--- src/rtl/sem_pkg.sv ---
package sem_pkg;
    // decoded intent of one port in one cycle
    typedef struct packed {
        logic lock_rd;
        logic lock_clr;
        logic guard_rd;
        logic guard_wr;
    } sem_hit_t;
endpackage

--- src/rtl/sem_lane_rev.sv ---
module sem_lane_rev #(
    parameter int W = 16
) (
    input  logic [W-1:0] din,
    output logic [W-1:0] dout
);
    // register bit k <-> bus lane W-1-k
    for (genvar k = 0; k < W; k++) begin : g_lane
        assign dout[k] = din[W-1-k];
    end
endmodule

--- src/rtl/sem_port_decode.sv ---
module sem_port_decode
    import sem_pkg::*;
#(
    parameter int          OFFW      = 8,
    parameter int          DW        = 16,
    parameter logic [OFFW-1:0] LOCK_OFF  = 8'h38,
    parameter logic [OFFW-1:0] GUARD_OFF = 8'h39
) (
    input  logic            cs,
    input  logic [OFFW-1:0] off,
    input  logic            rd,
    input  logic            wr,
    input  logic [DW-1:0]   wdata,
    output sem_hit_t        hit
);
    logic at_lock;
    logic at_guard;

    always_comb begin
        at_lock      = cs && (off == LOCK_OFF);
        at_guard     = cs && (off == GUARD_OFF);
        hit.lock_rd  = at_lock && rd;
        hit.lock_clr = at_lock && wr && (wdata == '0);
        hit.guard_rd = at_guard && rd;
        hit.guard_wr = at_guard && wr;
    end
endmodule

--- src/rtl/hw_lock_reg.sv ---
module hw_lock_reg
    import sem_pkg::*;
#(
    parameter int              NP        = 2,
    parameter int              OFFW      = 8,
    parameter int              DW        = 16,
    parameter logic [OFFW-1:0] LOCK_OFF  = 8'h38,
    parameter logic [OFFW-1:0] GUARD_OFF = 8'h39
) (
    input  logic                     clk,
    input  logic                     rst_n,
    input  logic [NP-1:0]            bus_cs,
    input  logic [NP-1:0][OFFW-1:0]  bus_off,
    input  logic [NP-1:0]            bus_rd,
    input  logic [NP-1:0]            bus_wr,
    input  logic [NP-1:0][DW-1:0]    bus_wdata,
    output logic [NP-1:0][DW-1:0]    bus_rdata
);
    localparam logic [DW-1:0] LOCK_SET_REG = DW'(1);

    typedef struct packed {
        logic                  lock;
        logic [DW-1:0]         guard;   // register bit order
        logic [NP-1:0][DW-1:0] rdata;   // register bit order
        logic [NP-1:0]         grant;   // port that won the lock this cycle
    } state_t;

    state_t st_d, st_q;

    sem_hit_t [NP-1:0]      hit;
    logic [NP-1:0][DW-1:0]  wreg;

    for (genvar p = 0; p < NP; p++) begin : g_port
        sem_lane_rev #(.W(DW)) u_wr_rev (
            .din  (bus_wdata[p]),
            .dout (wreg[p])
        );
        sem_port_decode #(
            .OFFW(OFFW), .DW(DW), .LOCK_OFF(LOCK_OFF), .GUARD_OFF(GUARD_OFF)
        ) u_dec (
            .cs    (bus_cs[p]),
            .off   (bus_off[p]),
            .rd    (bus_rd[p]),
            .wr    (bus_wr[p]),
            .wdata (bus_wdata[p]),
            .hit   (hit[p])
        );
        sem_lane_rev #(.W(DW)) u_rd_rev (
            .din  (st_q.rdata[p]),
            .dout (bus_rdata[p])
        );

        // a cycle with no decoded read leaves zero on the read bus
        p_miss_zero_r9: assert property (@(posedge clk) disable iff (!rst_n)
            !(hit[p].lock_rd || hit[p].guard_rd) |=> bus_rdata[p] == '0);
    end

    always_comb begin
        logic lk;
        st_d       = st_q;
        st_d.rdata = '0;
        st_d.grant = '0;
        lk         = st_q.lock;
        // ports resolved in ascending order
        for (int p = 0; p < NP; p++) begin
            if (hit[p].lock_rd) begin
                st_d.rdata[p] = lk ? LOCK_SET_REG : '0;
                st_d.grant[p] = !lk;
                lk            = 1'b1;
            end
            if (hit[p].lock_clr) begin
                lk = 1'b0;
            end
            if (hit[p].guard_rd) begin
                st_d.rdata[p] = st_q.guard;
            end
            if (hit[p].guard_wr) begin
                st_d.guard = wreg[p];
            end
        end
        st_d.lock = lk;
    end

    always_ff @(posedge clk or negedge rst_n) begin
        if (!rst_n) begin
            st_q <= '0;
        end else begin
            st_q <= st_d;
        end
    end

    logic any_lock_rd, any_lock_clr, any_guard_wr;
    always_comb begin
        any_lock_rd  = 1'b0;
        any_lock_clr = 1'b0;
        any_guard_wr = 1'b0;
        for (int p = 0; p < NP; p++) begin
            any_lock_rd  |= hit[p].lock_rd;
            any_lock_clr |= hit[p].lock_clr;
            any_guard_wr |= hit[p].guard_wr;
        end
    end

    // a read with no release in the same cycle leaves the lock set
    p_read_sets_r2: assert property (@(posedge clk) disable iff (!rst_n)
        any_lock_rd && !any_lock_clr |=> st_q.lock);
    // a zero write alone releases the lock
    p_zero_clears_r4: assert property (@(posedge clk) disable iff (!rst_n)
        any_lock_clr && !any_lock_rd |=> !st_q.lock);
    // without a lock read or a zero write the lock holds its value
    p_lock_hold_r5: assert property (@(posedge clk) disable iff (!rst_n)
        !any_lock_rd && !any_lock_clr |=> $stable(st_q.lock));
    // at most one port is granted per cycle
    p_one_grant_r8: assert property (@(posedge clk) disable iff (!rst_n)
        $onehot0(st_q.grant));
    // the guarded register changes only on a decoded write
    p_guard_hold_r6: assert property (@(posedge clk) disable iff (!rst_n)
        !any_guard_wr |=> $stable(st_q.guard));
endmodule

--- config.mk ---
export PLATFORM = sky130hd
export DESIGN_NAME = hw_lock_reg
export DESIGN_NICKNAME = d
export VERILOG_FILES = /design/src/rtl/sem_pkg.sv /design/src/rtl/sem_lane_rev.sv /design/src/rtl/sem_port_decode.sv /design/src/rtl/hw_lock_reg.sv
export SDC_FILE = /design/constraint.sdc
export NUM_CORES = 1
export LEC_CHECK = 0
export CORE_UTILIZATION = 35
export CTS_CLUSTER_SIZE = 28
export DETAILED_ROUTE_END_ITERATION = 10
export HOLD_SLACK_MARGIN = 0.06
export PLACE_DENSITY = 0.74
export SLEW_MARGIN = 40
export SYNTH_ARGS = -nofsm -noshare
export SYNTH_HDL_FRONTEND = slang
export SYNTH_SLANG_ARGS = --single-unit
--- constraint.sdc ---
create_clock -name clk -period 1.75 [get_ports clk]
set_clock_uncertainty 0.05 [all_clocks]
set_input_delay 0.175 -clock clk [delete_from_list [all_inputs] [get_ports clk]]
set_output_delay 0.175 -clock clk [all_outputs]
set_load 0.05 [all_outputs]
# == Yosys cells after proc, flatten, opt, wreduce, memory -nomap -nowiden ==
# Index checks and enable logic that the tools add are counted.
# Widths: inputs -> output; s select.
# word_totals
elab_cells,37
reg_bits,49
out_inout_bits,32
input_bits,56
# op_classes
eq_ne,4
n_mux,12
n_reduce_logical,17
# ops
operator,count
$mux 16,4
$eq 8x6->1 const B,4
$logic_not 16->1,2
$logic_and 1x1->1,14
$mux 1,8
$reduce_bool 2->1,1

# == Depth between registers and ports, before layout ==
# depth
depth_word,8
ltp_mapped,5
mapped_depth_nobuf,4

# == Cells and area by module ==
# Synthesis repeated with hierarchy kept, for this count alone.
# hier_totals
cells_unflattened,236
hier_area_um2,2484.9
# by_module_without_submodules
module,cells_per_inst,n_inst,area_per_inst_um2,seq_area_each_um2
hw_lock_reg,142,1,1806.7,1226.2
sem_lane_rev,16,4,120.1,0.0
sem_port_decode,15,2,98.8,0.0

# == Worst setup path after synthesis ==
# OpenSTA, ideal clock, no wires.
# synth_timing
path_kind,input-to-reg
from,input port bus_off[2] in the netlist's numbering
to,register st_q[39] in the netlist's numbering
setup_time_ps,137
stages,5
arrival_ps,1093
setup_slack_ps,470
t_required_ps,1563
cell_sequence,and4bb_2 -> nand4_4 -> buf_6 -> mux2i_1 -> a21oi_1
# synth_between
elab_chain_cells,4
# synth_lines
element,line,rtl
"start, declared",hw_lock_reg.sv:13,"input logic [NP-1:0][OFFW-1:0] bus_off,"
$eq 8x6->1,sem_port_decode.sv:21,at_guard = cs && (off == GUARD_OFF);
$logic_and 1x1->1,sem_port_decode.sv:21,
$logic_and 1x1->1,sem_port_decode.sv:25,hit.guard_wr = at_guard && wr;
$reduce_bool 2->1 (no source line),n/a,
"end signal, assigned",hw_lock_reg.sv:88,st_q <= st_d;
"end, declared",hw_lock_reg.sv:28,"state_t st_d, st_q;"
# Every way passes these cells.
# A chain may end at the register's enable or synchronous reset.

# == Worst setup path after layout ==
# layout_timing
from,register st_q[24] in the netlist's numbering
to,output port bus_rdata[25] in the netlist's numbering
# layout_rtl
element,line,rtl
"end, declared",hw_lock_reg.sv:17,output logic [NP-1:0][DW-1:0] bus_rdata
# No word-level cell between the ends.

==> run metrics <==
final-layout fill cell count=524; synthesized instance count=198; fin. max-slew vios=0; R2R Setup Slk=0.72 ns; Worst Tran Pin Value=0.549 ns; initial antenna violation count=0; first-pass GRT wire length=7400 µm; WP data required=1.52 ns; Clock Latency Late Sink=0.30 ns; Yosys cell types=25; Most flops, register=st_q; Max Fclk=602 MHz; overall routing resource usage=15.3%; crit start category=flip-flop; WL/cell=13.4 µm; register area=1230 µm²; Net count, final=321; Placed Cells=332; origin of the critical flop-to-flop path=st_q[50]$_DFF_PN0_; slowest CP cell=clkdlybuf4s50_1; # diodes=0; WP data arrival=1.44 ns; Vias/cell=4.65; Root Buffer=clkbuf_8; Mapped Area=2230 µm²; Min Hold Slack=0.330 ns; synth-to-layout area growth=41.0%; CP max stage delay=0.80 ns; site row count=28; total iterations of the first detailed-routing run=4; depth of the CTS H-tree=2; outcome=finished, final reports clean; CTS Buf Count=5; Crit. path cell count=1; Synth async-reset ratio=100%; maximum clock path buffer count=2; pre-CTS setup slack=-0.0991 ns; Final Wtd Congestion=0.805; Leak Pwr=1.53 nW; RR Endpoint=st_q[18]$_DFF_PN0_; Final Hold Fails=0; post-CTS sizing=0; # hold bufs at CTS=1; Top-Level Pins=88; first-iteration detailed-routing DRC count=59; Worst Setup SP=st_q[24]$_DFF_PN0_; R2R cell count=3; share of layout cells above drive strength 1=10.2%; critical-path cell list=clkdlybuf4s50_1; Setup-failing EPs final=0; CTS Sinks=49; non-filler cells, final=341; critical path class=flip-flop to output pin; IO buf count=87; most frequent cells in the layout=84 x clkdlybuf4s50_1, 49 x dfrtp_1, 31 x and2_1; Slew headroom=63.4%; Post-synth EDFFs=0; RSZ-0062 raised after global routing=false; peak supply drop=0.449 mV; final WL=4560 µm; Syn Nets=254; Max-cap violations=0; grt ovf=0; Final WS setup=0.0883 ns; Post-CTS Setup Bufs=0; Hold Path Class=input port to asynchronous set/reset pin; critical path's top delay family=buffers and inverters; biggest regs=st_q: 49 flops; Final Cycle Share=95.0%; Starting Density=37.1%; commonest non-fill, non-tap cell in the layout=clkdlybuf4s50_1; ys flop type=dfrtp_1; CP Capture Type=output pin; CP bufs+invs=1; clk slew on worst S/H paths=0.09 ns; worst-path maximum fanout=1; Mean Syn Cell Area=11.3 µm²; Post-DRT Antenna Nets=0; CP Capture Point=bus_rdata[25]; die height=81.9 µm; vias in the first global route=1628; largest net degree at the start of global routing=33; Die Width=81.9 µm; Power Density=744 nW/µm²; register area share after synthesis=54.9%; Ys Warns=0; hpwl dp=3570 µm; drc violations=0; Final min period=1.66 ns; Vias=1584; core region area=6030 µm²; max reg flops=49; TritonCTS clock tree=yes; #FFs+latches synth=49; Multi-input gate area=732 µm²; Die Area=6700 µm²; Fin Setup TNS=0 ns
==> per-layer routing <==
metal | share of wire [%] | GRT usage, % | wire (µm)
met5 | 0 | 0 | 0
met4 | 2.7 | 10.4 | 121
met3 | 6.8 | 3.00 | 312
met2 | 50 | 26.3 | 2290
met1 | 40 | 17.0 | 1830
==> cells in the mapped netlist, types with 2 or more instances <==
| cell | count | area (µm²) |
|---|---|---|
| nor3_1 | 2 | 10.0 |
| clkbuf_1 | 4 | 15.0 |
| buf_4 | 32 | 240 |
| nand4_1 | 3 | 18.8 |
| nand2_1 | 3 | 11.3 |
| a21oi_1 | 16 | 80.1 |
| dfrtp_1 | 49 | 1230 |
| nor2_1 | 18 | 67.6 |
| nor4_1 | 5 | 31.3 |
| o21ai_0 | 2 | 10.0 |
| mux2i_1 | 17 | 170 |
| and4bb_2 | 4 | 50.1 |
| and2_1 | 31 | 194 |
==> worst min-delay path by stage <==
stage / end / from / cells past startpoint
3_3_place_gp: st_q[28]$_DFF_PN0_ / rst_n / 1
3_5_place_dp: st_q[28]$_DFF_PN0_ / rst_n / 1
2_1_floorplan: st_q[10]$_DFF_PN0_ / rst_n / 0
6_report: st_q[18]$_DFF_PN0_ / rst_n / 2
4_1_cts: st_q[18]$_DFF_PN0_ / rst_n / 2
5_1_grt: st_q[39]$_DFFE_PN0P_ / rst_n / 2
==> through the flow <==
stage	instance area, µm²	util, %	total power, mW
after floorplan	2230	-	1.24
after global placement	3000	49.9	1.43
final	3150	52.2	2.34
after detailed placement	3000	49.9	1.43
after global routing	3150	52.2	2.44
after CTS	3150	52.2	2.37
==> cells by family (layout without fill, tap and decap cells) <==
family | Yosys count | count (layout) | synth area share, %
and+or+nand+nor | 73 | 73 | 20.3
AOI/OAI and AO/OA | 20 | 20 | 4.82
muxes | 17 | 17 | 7.62
DFF | 49 | 49 | 54.9
buffers and inverters | 39 | 107 | 12.3
==> report_power, final <==
group          internal, mW  leakage [nW]  switching (mW)
sequential             1.16         0.680          0.0183
combinational         0.151         0.777          0.0787
clock                 0.567        0.0681           0.367
total                  1.88          1.53           0.464
==> area by class of cell <==
class / instances / share of cell area, %
Inverter: 1 / 0.119
Tap cell: 75 / 2.98
Clock inverter: 3 / 2.07
Clock buffer: 5 / 2.19
Timing Repair Buffer: 98 / 30.4
Sequential cell: 49 / 39.0
Multi-Input combinational cell: 110 / 23.3
Note: power is estimated with default switching activity, not from simulation.
